## src/rtl/sg_chain_pkg.sv

```systemverilog
`timescale 1ns/1ps
package sg_chain_pkg;
  localparam int unsigned WORD_W = 32;

  localparam int unsigned OFS_CTRL = 0;
  localparam int unsigned OFS_STAT = 1;
  localparam int unsigned OFS_LINK = 2;

  localparam int unsigned CTRL_LAST = 0;
  localparam int unsigned CTRL_STOP = 1;

  localparam logic [1:0] SEL_NEXT = 2'd0;
  localparam logic [1:0] SEL_EN   = 2'd1;
  localparam logic [1:0] SEL_STOP = 2'd2;

  // busy bit 31 cleared, done bit 0 set
  localparam logic [WORD_W-1:0] WB_STATUS = 32'h0000_0001;

  typedef enum logic [2:0] {
    ST_IDLE,
    ST_FETCH_CTRL,
    ST_FETCH_NEXT,
    ST_XFER,
    ST_WAIT_DONE,
    ST_WRITEBACK
  } seq_state_e;
endpackage

```

## src/rtl/sg_chain_regs.sv

```systemverilog
`timescale 1ns/1ps
module sg_chain_regs
  import sg_chain_pkg::*;
#(
  parameter int unsigned CNT_W = 10
) (
  input  logic              clk_i,
  input  logic              rst_ni,
  input  logic              reg_we_i,
  input  logic [1:0]        reg_sel_i,
  input  logic [WORD_W-1:0] reg_wdata_i,
  input  logic              eng_active_i,
  input  logic              set_stop_i,
  input  logic              ld_next_i,
  input  logic [WORD_W-1:0] next_val_i,
  input  logic              pkt_end_i,
  output logic [WORD_W-1:0] next_ptr_o,
  output logic              run_ok_o,
  output logic              stop_o,
  output logic              en_rd_o,
  output logic [CNT_W-1:0]  pkt_cnt_o,
  output logic              pkt_done_o
);
  logic [WORD_W-1:0] next_q;
  logic              en_q;
  logic              stop_q;
  logic [CNT_W-1:0]  cnt_q;
  logic              pd_q;

  logic wr_next, wr_en, wr_stop;
  assign wr_next = reg_we_i && (reg_sel_i == SEL_NEXT);
  assign wr_en   = reg_we_i && (reg_sel_i == SEL_EN);
  assign wr_stop = reg_we_i && (reg_sel_i == SEL_STOP);

  always_ff @(posedge clk_i or negedge rst_ni) begin
    if (!rst_ni) begin
      next_q <= '0;
      en_q   <= 1'b0;
      stop_q <= 1'b1;
      cnt_q  <= '0;
      pd_q   <= 1'b0;
    end else begin
      if (ld_next_i)                    next_q <= next_val_i;
      else if (wr_next && !eng_active_i) next_q <= reg_wdata_i;
      if (wr_en) en_q <= reg_wdata_i[0];
      // engine-side set wins over a same-cycle software clear
      if (set_stop_i)   stop_q <= 1'b1;
      else if (wr_stop) stop_q <= reg_wdata_i[CTRL_STOP];
      pd_q <= pkt_end_i;
      if (pkt_end_i) cnt_q <= cnt_q + CNT_W'(1);
    end
  end

  assign next_ptr_o = next_q;
  assign run_ok_o   = en_q & ~stop_q;
  assign stop_o     = stop_q;
  assign en_rd_o    = en_q | eng_active_i;
  assign pkt_cnt_o  = cnt_q;
  assign pkt_done_o = pd_q;

  a_r7_cnt_step: assert property (@(posedge clk_i) disable iff (!rst_ni)
    (cnt_q != $past(cnt_q)) |-> ((cnt_q == $past(cnt_q) + CNT_W'(1)) && pd_q));

  a_r8_next_frozen: assert property (@(posedge clk_i) disable iff (!rst_ni)
    (eng_active_i && !ld_next_i) |=> (next_q == $past(next_q)));

  a_r12_stop_set: assert property (@(posedge clk_i) disable iff (!rst_ni)
    set_stop_i |=> stop_q);
endmodule

```

## src/rtl/sg_chain_fsm.sv

```systemverilog
`timescale 1ns/1ps
module sg_chain_fsm
  import sg_chain_pkg::*;
#(
  parameter int unsigned MEM_AW = 8
) (
  input  logic              clk_i,
  input  logic              rst_ni,
  input  logic              run_ok_i,
  input  logic [MEM_AW-1:0] desc_idx_i,
  input  logic              mem_ack_i,
  input  logic [WORD_W-1:0] mem_rdata_i,
  input  logic              xfer_done_i,
  output logic              mem_req_o,
  output logic              mem_we_o,
  output logic [MEM_AW-1:0] mem_addr_o,
  output logic [WORD_W-1:0] mem_wdata_o,
  output logic              xfer_start_o,
  output logic [WORD_W-1:0] xfer_ctrl_o,
  output logic              active_o,
  output logic              set_stop_o,
  output logic              ld_next_o,
  output logic [WORD_W-1:0] next_val_o,
  output logic              pkt_end_o
);
  seq_state_e        state_q, state_d;
  logic [MEM_AW-1:0] base_q;
  logic [WORD_W-1:0] ctrl_q;

  always_comb begin
    state_d = state_q;
    unique case (state_q)
      ST_IDLE:       if (run_ok_i)    state_d = ST_FETCH_CTRL;
      ST_FETCH_CTRL: if (mem_ack_i)   state_d = ST_FETCH_NEXT;
      ST_FETCH_NEXT: if (mem_ack_i)   state_d = ST_XFER;
      ST_XFER:                        state_d = ST_WAIT_DONE;
      ST_WAIT_DONE:  if (xfer_done_i) state_d = ST_WRITEBACK;
      ST_WRITEBACK:  if (mem_ack_i)   state_d = run_ok_i ? ST_FETCH_CTRL : ST_IDLE;
      default:                        state_d = ST_IDLE;
    endcase
  end

  always_ff @(posedge clk_i or negedge rst_ni) begin
    if (!rst_ni) begin
      state_q <= ST_IDLE;
      base_q  <= '0;
      ctrl_q  <= '0;
    end else begin
      state_q <= state_d;
      if (state_d == ST_FETCH_CTRL && state_q != ST_FETCH_CTRL) base_q <= desc_idx_i;
      if (state_q == ST_FETCH_CTRL && mem_ack_i) ctrl_q <= mem_rdata_i;
    end
  end

  logic [MEM_AW-1:0] ofs;
  always_comb begin
    unique case (state_q)
      ST_FETCH_NEXT: ofs = MEM_AW'(OFS_LINK);
      ST_WRITEBACK:  ofs = MEM_AW'(OFS_STAT);
      default:       ofs = MEM_AW'(OFS_CTRL);
    endcase
  end

  assign mem_req_o    = (state_q == ST_FETCH_CTRL) || (state_q == ST_FETCH_NEXT) ||
                        (state_q == ST_WRITEBACK);
  assign mem_we_o     = (state_q == ST_WRITEBACK);
  assign mem_addr_o   = base_q + ofs;
  assign mem_wdata_o  = WB_STATUS;
  assign xfer_start_o = (state_q == ST_XFER);
  assign xfer_ctrl_o  = ctrl_q;
  assign active_o     = (state_q != ST_IDLE);
  assign set_stop_o   = (state_q == ST_FETCH_CTRL) && mem_ack_i && mem_rdata_i[CTRL_STOP];
  assign ld_next_o    = (state_q == ST_FETCH_NEXT) && mem_ack_i;
  assign next_val_o   = mem_rdata_i;
  assign pkt_end_o    = (state_q == ST_WRITEBACK) && mem_ack_i && ctrl_q[CTRL_LAST];

  a_r9_req_hold: assert property (@(posedge clk_i) disable iff (!rst_ni)
    (mem_req_o && !mem_ack_i) |=> (mem_req_o && $stable(mem_addr_o)));

  a_r6_idle_gate: assert property (@(posedge clk_i) disable iff (!rst_ni)
    (state_q == ST_IDLE && !run_ok_i) |=> (state_q == ST_IDLE));

  a_r10_start_single: assert property (@(posedge clk_i) disable iff (!rst_ni)
    xfer_start_o |=> !xfer_start_o);

  a_r11_wait_holds: assert property (@(posedge clk_i) disable iff (!rst_ni)
    (state_q == ST_WAIT_DONE && !xfer_done_i) |=> (state_q == ST_WAIT_DONE));

  a_r11_wb_entry: assert property (@(posedge clk_i) disable iff (!rst_ni)
    (state_q == ST_WRITEBACK && $past(state_q) != ST_WRITEBACK) |->
      ($past(state_q) == ST_WAIT_DONE));
endmodule

```

## src/rtl/sg_chain_seq.sv

```systemverilog
`timescale 1ns/1ps
module sg_chain_seq
  import sg_chain_pkg::*;
#(
  parameter int unsigned MEM_AW = 8,
  parameter int unsigned CNT_W  = 10
) (
  input  logic              clk_i,
  input  logic              rst_ni,
  input  logic              reg_we_i,
  input  logic [1:0]        reg_sel_i,
  input  logic [31:0]       reg_wdata_i,
  output logic [31:0]       next_addr_o,
  output logic              enable_o,
  output logic              stop_o,
  output logic [CNT_W-1:0]  pkt_count_o,
  output logic              pkt_done_o,
  output logic              busy_o,
  output logic              mem_req_o,
  output logic              mem_we_o,
  output logic [MEM_AW-1:0] mem_addr_o,
  output logic [31:0]       mem_wdata_o,
  input  logic              mem_ack_i,
  input  logic [31:0]       mem_rdata_i,
  output logic              xfer_start_o,
  output logic [31:0]       xfer_ctrl_o,
  input  logic              xfer_done_i
);
  logic              active, set_stop, ld_next, pkt_end, run_ok;
  logic [WORD_W-1:0] next_val, next_ptr;

  sg_chain_regs #(.CNT_W(CNT_W)) u_regs (
    .clk_i        (clk_i),
    .rst_ni       (rst_ni),
    .reg_we_i     (reg_we_i),
    .reg_sel_i    (reg_sel_i),
    .reg_wdata_i  (reg_wdata_i),
    .eng_active_i (active),
    .set_stop_i   (set_stop),
    .ld_next_i    (ld_next),
    .next_val_i   (next_val),
    .pkt_end_i    (pkt_end),
    .next_ptr_o   (next_ptr),
    .run_ok_o     (run_ok),
    .stop_o       (stop_o),
    .en_rd_o      (enable_o),
    .pkt_cnt_o    (pkt_count_o),
    .pkt_done_o   (pkt_done_o)
  );

  sg_chain_fsm #(.MEM_AW(MEM_AW)) u_fsm (
    .clk_i        (clk_i),
    .rst_ni       (rst_ni),
    .run_ok_i     (run_ok),
    .desc_idx_i   (next_ptr[MEM_AW+1:2]),
    .mem_ack_i    (mem_ack_i),
    .mem_rdata_i  (mem_rdata_i),
    .xfer_done_i  (xfer_done_i),
    .mem_req_o    (mem_req_o),
    .mem_we_o     (mem_we_o),
    .mem_addr_o   (mem_addr_o),
    .mem_wdata_o  (mem_wdata_o),
    .xfer_start_o (xfer_start_o),
    .xfer_ctrl_o  (xfer_ctrl_o),
    .active_o     (active),
    .set_stop_o   (set_stop),
    .ld_next_o    (ld_next),
    .next_val_o   (next_val),
    .pkt_end_o    (pkt_end)
  );

  assign next_addr_o = next_ptr;
  assign busy_o      = active;

  a_r5_en_until_idle: assert property (@(posedge clk_i) disable iff (!rst_ni)
    busy_o |-> enable_o);
endmodule

```

## config.mk

```make
export PLATFORM = sky130hd
export DESIGN_NAME = sg_chain_seq
export DESIGN_NICKNAME = d
export VERILOG_FILES = /design/src/rtl/sg_chain_pkg.sv /design/src/rtl/sg_chain_regs.sv /design/src/rtl/sg_chain_fsm.sv /design/src/rtl/sg_chain_seq.sv
export SDC_FILE = /design/constraint.sdc
export NUM_CORES = 1
export LEC_CHECK = 0
export CELL_PAD_IN_SITES_DETAIL_PLACEMENT = 0
export CELL_PAD_IN_SITES_GLOBAL_PLACEMENT = 2
export CORE_ASPECT_RATIO = 1.5
export CORE_MARGIN = 2
export CORE_UTILIZATION = 25
export CTS_CLUSTER_DIAMETER = 40
export CTS_CLUSTER_SIZE = 16
export DETAILED_ROUTE_END_ITERATION = 7
export GPL_ROUTABILITY_DRIVEN = 0
export GPL_TIMING_DRIVEN = 1
export MAX_ROUTING_LAYER = met4
export PLACE_DENSITY = 0.81
export SYNTH_ARGS = -nofsm -noshare
export SYNTH_HDL_FRONTEND = slang
export SYNTH_SLANG_ARGS = --single-unit
```

## constraint.sdc

```tcl
create_clock -name clk_i -period 2.6 [get_ports clk_i]
set_input_delay 0.52 -clock clk_i [delete_from_list [all_inputs] [get_ports clk_i]]
set_output_delay 0.52 -clock clk_i [all_outputs]
set_load 0.05 [all_outputs]
```

== Word-level counts from Yosys, hierarchy flattened ==
Index checks and enable logic that the tools add are counted.
Word-level totals
  register bits: 88
  bits in latches: 0
  bits in writable memories: 0
  ROM bits: 0
  input port bits: 71
  logic and storage cells: 52
  memories: 0
Operators by class
  add/sub/neg operators: 2
  multipliers: 0
  divide/modulo/power cells: 0
  order comparisons: 0
  equality and inequality tests: 9
  shift operators: 0
  muxes and demuxes: 12
  bitwise operators: 3
  reduce and logical (&&, ||, !) cells: 18
Operators by type and width (count)
  two-way mux 32 bit: 2
  one-hot mux 3 bit (6 select lines): 1
  two-way mux 3 bit: 5
  adder 10 x 1 -> 10 bit, second input constant: 1
  logical AND 1 bit: 10
  adder 8 x 2 -> 8 bit: 1
  equality test 3 x 1 -> 1 bit, second input constant: 2
  equality test 3 x 2 -> 1 bit, second input constant: 2
  equality test 3 bit, second input constant: 2
  one-hot mux 2 bit (2 select lines): 1
  nonzero test 2 bit: 2
  zero test 3 bit: 1
  two-way mux 1 bit: 3
  inequality test 3 x 1 -> 1 bit, second input constant: 1
  nonzero test 3 bit: 1
  equality test 2 x 1 -> 1 bit, second input constant: 1
  equality test 2 bit, second input constant: 1
  zero test 2 bit: 1
  logical OR 1 bit: 2
  bitwise AND 1 bit: 1
  zero test 1 bit: 1
  NOT 1 bit: 1
  OR 1 bit: 1

== Depth between registers and ports, before layout ==
Gate-level depths: netlist of run 1.
  depth after elaboration: 7
  mapped depth: 8

== Modules after synthesis ==
A second synthesis of run 1 with hierarchy kept.
Second synthesis, totals
  cell total of the unflattened synthesis: 398
  area total of the unflattened synthesis: 4906.0 sq um
Modules (own cells, without submodules)
  sg_chain_fsm: instances 1, cells each 248, area an instance 2620.0 sq um, sequential area each 1076.0 sq um
  sg_chain_regs: instances 1, cells each 150, area an instance 2285.9 sq um, sequential area each 1127.3 sq um

== Worst setup path before layout of run 1 ==
Ideal clock, no wire load.
  kind: reg2out
  start point: reg u_fsm.state_q[1]
  end point: out mem_addr_o[6]
  arrival time: 2.399 ns
  data required time: 2.080 ns
  setup slack: -0.319 ns
  cell stages (with the launch flop): 9
  cells stage by stage: dfrtp_1 > buf_2 > and3b_1 > ha_1 > inv_1 > fa_1 > nor2_1 > nand3_1 > xnor2_1
On the way
  cells in the longest elaborated chain, start to end: 3
RTL lines
  from (decl): line sg_chain_fsm.sv:26  | seq_state_e state_q, state_d;
  from (signal assigned): line sg_chain_fsm.sv:49  | state_q <= state_d;
  equality test 3 bit or equality test 3 x 2 -> 1 bit (tied branches): line sg_chain_fsm.sv:57  | unique case (state_q)
  one-hot mux 2 bit (2 select lines) (*): line sg_chain_fsm.sv:57
  adder 8 x 2 -> 8 bit (*): line sg_chain_fsm.sv:67  | assign mem_addr_o = base_q + ofs;
  to (decl): line sg_chain_seq.sv:21  | output logic [MEM_AW-1:0] mem_addr_o,
Mark *: on every way between the ends. The rest lies on a longest branch, timed or not.

== Final worst setup path of run 1 ==
Same ends and word-level chain as after synthesis.

==> results summary, run 1 <==
Counting every sink on the clock net gives 88. The fraction of the mapped netlist area in adder cells came out at 1.37%. The largest fanout of any net on the critical path came out at 3. The residual overflow from global routing came out at 0.

The total number of yosys warnings came out at 0. The synthesized cell area came out at 0.00419 sq mm. The die covers 0.0178 sq mm. The all-layer global routing usage is 12.9%. The number of max-cap violations is 0. The average via count per standard cell is 4.25. The setup slack at placement is 0.138 ns. The dominant combinational cell family by area after synthesis is multiplexers. The final worst-path cycle share came out at 100%. The fraction of the mapped netlist area in simple logic gates came out at 9.29%. The starting density of the core is 25.2%. The cell count after synthesis came out at 355.

Summing internal, switching and leakage power gives 8.77 mW. The flop and latch count out of synthesis came out at 88. The capturing element type of the critical path is an output pin. The number of buffers and inverters on the critical path is 2. The count of routing violations after the opening detailed-route iteration is 49. The net switching power of the design came out at 4.19 mW. The run finished, with violations left. The internal portion of the total power is 4.58 mW. The reg2reg setup slack is 0.30 ns.

The area added between synthesis and finish is 51.1%. The combinational power share came out at 59.1%. The clock transition at the registers of the reported paths came out at 0.06 ns. Once routing completed, OpenROAD measured the worst setup slack at -0.00860 ns. The insertion delay to the later sink of the worst-skew pair came out at 0.33 ns. For this design, the slowest cell found on the critical path is dfrtp_1.

The xor-xnor portion of the synthesized cell area is 3.14%. After detailed routing, the average wire length per cell comes to 15.2 um. The data arrival time of the critical path is 2.09 ns. The number of buffers created by CTS came out at 9. The number of unique standard cell types used by synthesis is 43. The number of global-route vias before repair is 3,250. The sum of negative setup slack came out at -0.00860 ns. Summed over all cells, the static leakage comes to 2.88 nW. The relative slew slack is 56.1%. The kind of start point of the critical path is a flip-flop. The data required time of the worst path is 2.08 ns.

The power per standard cell area is 1390 mW/mm^2. The number of antenna violations at the first check in global routing is 0. Cells fill 38.1% of the core in the end.

The library cells used most frequently in the layout, excluding fill and tap cells, are clkdlybuf4s50_1 (148), dfrtp_1 (87), nand2_1 (42). The count of H-tree levels built during CTS is 3. Hold repair after CTS inserted 0 buffers. The min-delay analysis places its worst path in the category in2async.

The average cell area after synthesis came out at 11.8 sq um. At the pin with the least slew margin, the transition time is 0.659 ns. During placement, the flow inserted port buffers numbering 159.

The number of enable flip-flop cells after synthesis is 0. 192 I/O pins were placed. The final critical-path required period came out at 2.61 ns. Setup repair after global routing could not meet its margin everywhere.

The number of remaining DRC errors came out at 0. The part of the Yosys area used for sequential elements is 52.6%. The number of failing setup endpoints in the final timing report is 1. The first-pass GRT wire length came out at 17,200 um.

The delay of the slowest critical-path stage came out at 0.40 ns. The final setup skew came out at 0.00998 ns. The pin count of the biggest net entering global routing is 65. The minimum hold slack came out at 0.152 ns. 0 antenna diodes ended up in the layout. The checks that failed: negative setup slack.

Once detailed placement completed, the half-perimeter wirelength came to 8330 um. The final hold violation count came out at 0. The number of cells on the worst reg-to-reg path is 5. The share of cell area taken by muxes after synthesis came out at 18.6%. The maximum achievable frequency came out at 383 MHz.

In this run the critical register-to-register path is captured at u_regs.next_ptr_o[0]. TritonCTS built the clock tree. The number of nets with antenna violations after detailed routing is 0. The vertical extent of the die came out at 163 um. The standard-cell row count came out at 58. The number of nets in the layout came out at 593. The portion of total power attributed to sequential cells is 27.0%.

The worst supply voltage drop on vdd is 790 uV. The die extent in x is 110 um. The cell family with the largest share of critical-path delay is adder cells. The floorplan step defined a core boundary enclosing 0.0166 sq mm. The cell chosen for the clock root is clkbuf_16.

The share of total power dissipated in the clock network is 13.9%. The worst setup path is of the reg2out kind. The most used flip-flop cell after synthesis is dfrtp_1. The critical path goes through and3b_1, ha_2, inv_2, fa_2, nor2_4, nand3_2, xnor2_2, buf_12. The startpoint of the worst register-to-register path is u_fsm.state_q[2].

Cells with a size suffix above 1 make up 18.9% of the layout. The total wire length after detailed routing is 11,100 um. The number of buffers on the longest clock path is 2.

Leaving out fill and tap cells, the most frequent cell in the layout is clkdlybuf4s50_1. The total count of max-transition violations in the final report is 0. The routed via count came out at 3,112. The fraction of registers with async set/reset is 100%. The first-pass detailed-route iteration total came out at 4. Summing the areas of all compound-gate instances in the mapped netlist gives 5.49% of the synthesized area.

The switching power share of the total came out at 47.8%.
==> layout make-up <==
type | count | area [sq um]
clock buffer | 10 | 239
clock inverter | 6 | 42.5
fill | 1635 | 10300
inverter | 8 | 30.0
multi-input combinational | 241 | 1800
sequential | 88 | 2200
tap | 210 | 263
timing repair buffer | 170 | 1750
==> synthesized netlist by cell type (2+ instances only) <==
master / instances / area, sq um
a21oi_1: 2 / 10.0
and3_1: 3 / 18.8
and3b_1: 3 / 26.3
buf_1: 3 / 11.3
buf_12: 3 / 60.1
buf_2: 3 / 15.0
buf_4: 32 / 240
clkbuf_1: 6 / 22.5
conb_1: 2 / 7.51
dfrtp_1: 87 / 2180
ha_1: 3 / 37.5
inv_1: 8 / 30.0
mux2_2: 40 / 450
mux2i_1: 33 / 330
nand2_1: 42 / 158
nand3_1: 5 / 25.0
nand3b_1: 2 / 15.0
nand4_1: 3 / 18.8
nor2_1: 3 / 11.3
nor3_1: 2 / 10.0
o21ai_0: 5 / 25.0
o21ai_1: 30 / 150
or2_2: 2 / 12.5
xnor2_1: 9 / 78.8
xor2_1: 6 / 52.6
==> repair_timing <==
item                       CTS  global route
gates cloned                 0             0
pin swaps                    5             2
buffers inserted             0             1
setup endpoints to repair    5             6
resized for setup            8             7
==> per-layer routing <==
layer  part of all wire [%]  vias up  global-route usage [%]  wire length [um]
li1                       -     1466                       -                 -
met1                     38     1513                    14.5              4280
met2                     54      118                    22.2              6020
met3                    4.8       15                    2.28               533
met4                    2.7        0                    5.18               299
met5                      0        -                       -                 0
==> stage by stage <==
stage | instance area [sq um] | cells
2_1_floorplan | 4330 | 385
3_3_place_gp | 5980 | 716
3_5_place_dp | 5980 | 716
4_1_cts | 6290 | 732
5_1_grt | 6330 | 733
6_report | 6330 | 733
==> kinds of logic (layout without fill, tap and decap cells) <==
| kind of cell | after synthesis | in the layout |
|---|---|---|
| flip-flops | 88 | 88 |
| AND/OR/NAND/NOR | 76 | 76 |
| multiplexers | 73 | 73 |
| buffers and inverters | 56 | 194 |
| AO/OA/AOI/OAI | 41 | 41 |
| XOR/XNOR | 15 | 15 |
| adder cells (fa/ha/maj) | 4 | 4 |
| other | 2 | 32 |
==> worst max-delay path by stage <==
stage                           from              end  slack [ns]  cells past startpoint
floorplan           u_fsm.state_q[1]    mem_addr_o[6]        -0.1                      8
global placement           mem_ack_i  u_fsm.base_q[6]        0.16                      5
detailed placement         mem_ack_i  u_fsm.base_q[6]        0.14                      5
CTS                 u_fsm.state_q[1]    mem_addr_o[6]       -0.05                      8
global route        u_fsm.state_q[1]    mem_addr_o[6]       -0.11                      8
finish              u_fsm.state_q[1]    mem_addr_o[6]      -0.009                      8
==> flip-flops by register name (all words and copies together) (netlist names) <==
signal             count
u_regs.pkt_cnt_o      10
u_regs.stop_o          1
u_fsm.xfer_ctrl_o     32
u_regs.pkt_done_o      1
u_fsm.state_q          3
u_regs.next_ptr_o     32
u_regs.en_q            1
u_fsm.base_q           8
==> power groups by stage <==
stage	clock network, mW	logic (mW)	registers [mW]
global placement	0	5.13	2.35
global route	1.33	5.43	2.45
floorplan	0	1.57	4.14
CTS	1.27	5.20	2.38
finish	1.22	5.19	2.37
detailed placement	0	5.17	2.38
(Power assumes the default switching activity.)
==> inputs of run 2 (changes only) <==
CELL_PAD_IN_SITES_DETAIL_PLACEMENT = default   (was 0)
CELL_PAD_IN_SITES_GLOBAL_PLACEMENT = default   (was 2)
CORE_UTILIZATION = 42   (was 25)
PLACE_DENSITY = 0.82   (was 0.81)
==> results summary, run 2 (synthesized netlist as in run 1, its figures left out) <==
The average via count per standard cell is 4.93 (+16%). The number of cells on the worst reg-to-reg path came out at 6 (+1). The worst-margin pin slew is 0.628 ns (-0.0310 ns). The first-pass GRT wire length is 16,500 um (-3.8%).

The largest fanout of any net on the critical path is 3 (unchanged). The maximum achievable frequency is 375 MHz (-2.2%). The power per standard cell area is 1410 mW/mm^2 (+1.5%). The number of buffers on the longest clock path came out at 2 (unchanged). The residual overflow from global routing is 0 (unchanged). TritonCTS built the clock tree. The final reports fail on negative setup slack. The die area is 0.0108 sq mm (-39%). The total wire length after detailed routing is 10,300 um (-7.5%). The starting density of the core is 43.2% (+18 points). The number of nets with antenna violations after detailed routing came to 0 (unchanged).

The standard-cell row count was 44 (-24%). The all-layer global routing usage was 20.3% (+7.4 points). Setup repair after global routing could not meet its margin everywhere. The average wire per cell in the routed design came out at 16.2 um (+6.4%). The portion of total power attributed to sequential cells is 27.1% (about the same). The pin count of the biggest net entering global routing is 65 (unchanged).

The number of antenna violations at the first check in global routing was 0 (unchanged). The internal power component is 4.60 mW (+0.42%). The number of global-route vias before repair is 3,307 (+1.8%). The number of max-cap violations was 0 (unchanged).

The reg2reg setup slack is 0.22 ns (-0.08 ns). The share of post-route cells with drive strength above 1 was 18.0% (-0.92 points). The total count of max-transition violations in the final report is 0 (unchanged). The number of buffers created by CTS came to 9 (unchanged). The area added between synthesis and finish came out at 47.9%. The net switching power of the design came to 4.11 mW (-2.0%). The worst supply voltage drop on vdd came out at 947 uV (+20%). The leakage power total came out at 2.90 nW (+0.74%). The startpoint of the worst register-to-register path is u_fsm.state_q[1].

The final critical-path required period is 2.67 ns (+0.0587 ns). The area used by multi-input combinational logic came to 0.00179 sq mm (-0.69%). The most critical setup path has its endpoint at mem_addr_o[6]. The placed wire-length estimate after detailed placement came out at 7630 um (-8.4%).

The final worst-path setup slack is -0.0673 ns (-0.0587 ns). The count of H-tree levels built during CTS came out at 3 (unchanged). The clock transition at the registers of the reported paths is 0.06 ns (about the same). The number of nets in the layout was 593 (unchanged). The tree is rooted in a clkbuf_16. The insertion delay to the later sink of the worst-skew pair came to 0.33 ns (about the same). The clock net sink count came out at 88 (unchanged). The library cells used most frequently in the layout, excluding fill and tap cells, are clkdlybuf4s50_1 (146), dfrtp_1 (87), nand2_1 (42). The count of inserted antenna diode cells is 0 (unchanged). The data arrival time of the critical path came out at 2.15 ns (+0.06 ns).

The combinational power share came out at 59.4% (+0.3 points). The endpoint of the worst-slack reg-to-reg timing path is u_regs.next_ptr_o[13]. The worst setup path is launched from a flip-flop. The tightest min-delay check is of the in2async type. The capturing element type of the critical path is an output pin. The sum of internal, switching and leakage power is 8.71 mW (-0.72%). The setup slack at placement is 0.0163 ns (-0.122 ns).

The number of remaining DRC errors came out at 0 (unchanged). The cts-stage hold buffer count is 0 (unchanged). The critical path is of the reg2out type. The vertical extent of the die is 126 um (-22%).

The final worst-path cycle share is 103% (+2.3 points). The number of top-level pins came out at 192 (unchanged). The data required time of the worst path was 2.08 ns (about the same).

The first-pass detailed-route iteration total is 4 (unchanged). The launching element of the worst setup path is u_fsm.state_q[1]. The minimum hold slack came out at 0.209 ns (+0.0570 ns).

The count of routing violations after the opening detailed-route iteration came out at 108 (+120%). The fill cell instance count of the final layout is 763 (-53%). The relative slew slack came to 58.1% (+2.1 points). The number of port buffers is 159 (unchanged). The floorplan core area came out at 0.00969 sq mm (-42%). The final setup skew came out at 0.00619 ns (-0.00380 ns). The library cell used most frequently in the layout, excluding fill and tap cells, is clkdlybuf4s50_1. The sequential cell area in the final layout is 0.00220 sq mm (unchanged). The number of failing setup endpoints in the final timing report came out at 2 (+1). The clock share of power came out at 13.4% (-0.5 points).

The run finished, with violations left. The routed via count is 3,143 (+1.0%). The die extent in x is 85.6 um (-22%). The core utilization of the finished layout came out at 63.9% (+26 points).

The switching power share of the total came out at 47.2% (-0.60 points). The final hold violation count came to 0 (unchanged).
run 2: cell types whose count changed in the layout (fill, tap and decap cells not counted), sizes merged:
cell           delta
clkinvlp          -2
clkbuf            +5
buf               +1
inv               -1
clkdlybuf4s50     -2
clkinv            -3
dlymetal6s2s      +1
run 2: layout make-up:
class,count,area share (%)
clock buffer,15,4.32
multi-input combinational,241,28.9
tap,115,2.32
timing repair buffer,170,28.4
inverter,8,0.485
sequential,88,35.6
run 2: layer usage:
metal / GRT usage, % / up-vias / part of all wire (%)
li1: - / 1466 / -
met2: 35.3 / 124 / 55
met3: 4.03 / 16 / 4.4
met4: 9.43 / 0 / 2.5
met1: 22.0 / 1537 / 38
met5: - / - / 0
run 2: timing repair:
action	in CTS	in global routing
gates resized for setup	7	6
endpoints found under the setup margin	4	7
pin swaps	1	5
setup buffers	1	2
run 2: worst max-delay path: stages, from the launching register on:
cell,delay (ns)
dfrtp_1,0.40
and3b_1,0.22
ha_2,0.19
inv_2,0.04
fa_2,0.39
nor2_4,0.11
nand3_2,0.10
xnor2_2,0.20
buf_12,0.16
run 2: metrics by stage:
step / area (sq um) / instances / setup TNS (ns)
after detailed placement: 5850 / 619 / 0
final: 6200 / 637 / -0.126
after global placement: 5850 / 619 / 0
after CTS: 6160 / 635 / -0.302
after global routing: 6200 / 637 / -0.546
after floorplan: 4330 / 385 / -0.171
run 2: power groups by stage:
| stage | logic (mW) | registers [mW] | clock network [mW] |
|---|---|---|---|
| finish | 5.18 | 2.36 | 1.17 |
| global placement | 5.09 | 2.34 | 0 |
| CTS | 5.19 | 2.36 | 1.20 |
| global route | 5.39 | 2.45 | 1.27 |
| floorplan | 1.57 | 4.14 | 0 |
| detailed placement | 5.16 | 2.38 | 0 |
run 2: worst min-delay path by stage:
stage | start | endpoint | cells after the start
3_5_place_dp | u_regs.pkt_cnt_o[8] | u_regs.pkt_cnt_o[8] | 1
2_1_floorplan | rst_ni | u_fsm.base_q[0] | 0
4_1_cts | rst_ni | u_fsm.xfer_ctrl_o[30] | 1
6_report | rst_ni | u_regs.pkt_cnt_o[7] | 1
5_1_grt | rst_ni | u_regs.pkt_cnt_o[7] | 1
3_3_place_gp | u_regs.pkt_cnt_o[9] | u_regs.pkt_cnt_o[9] | 1
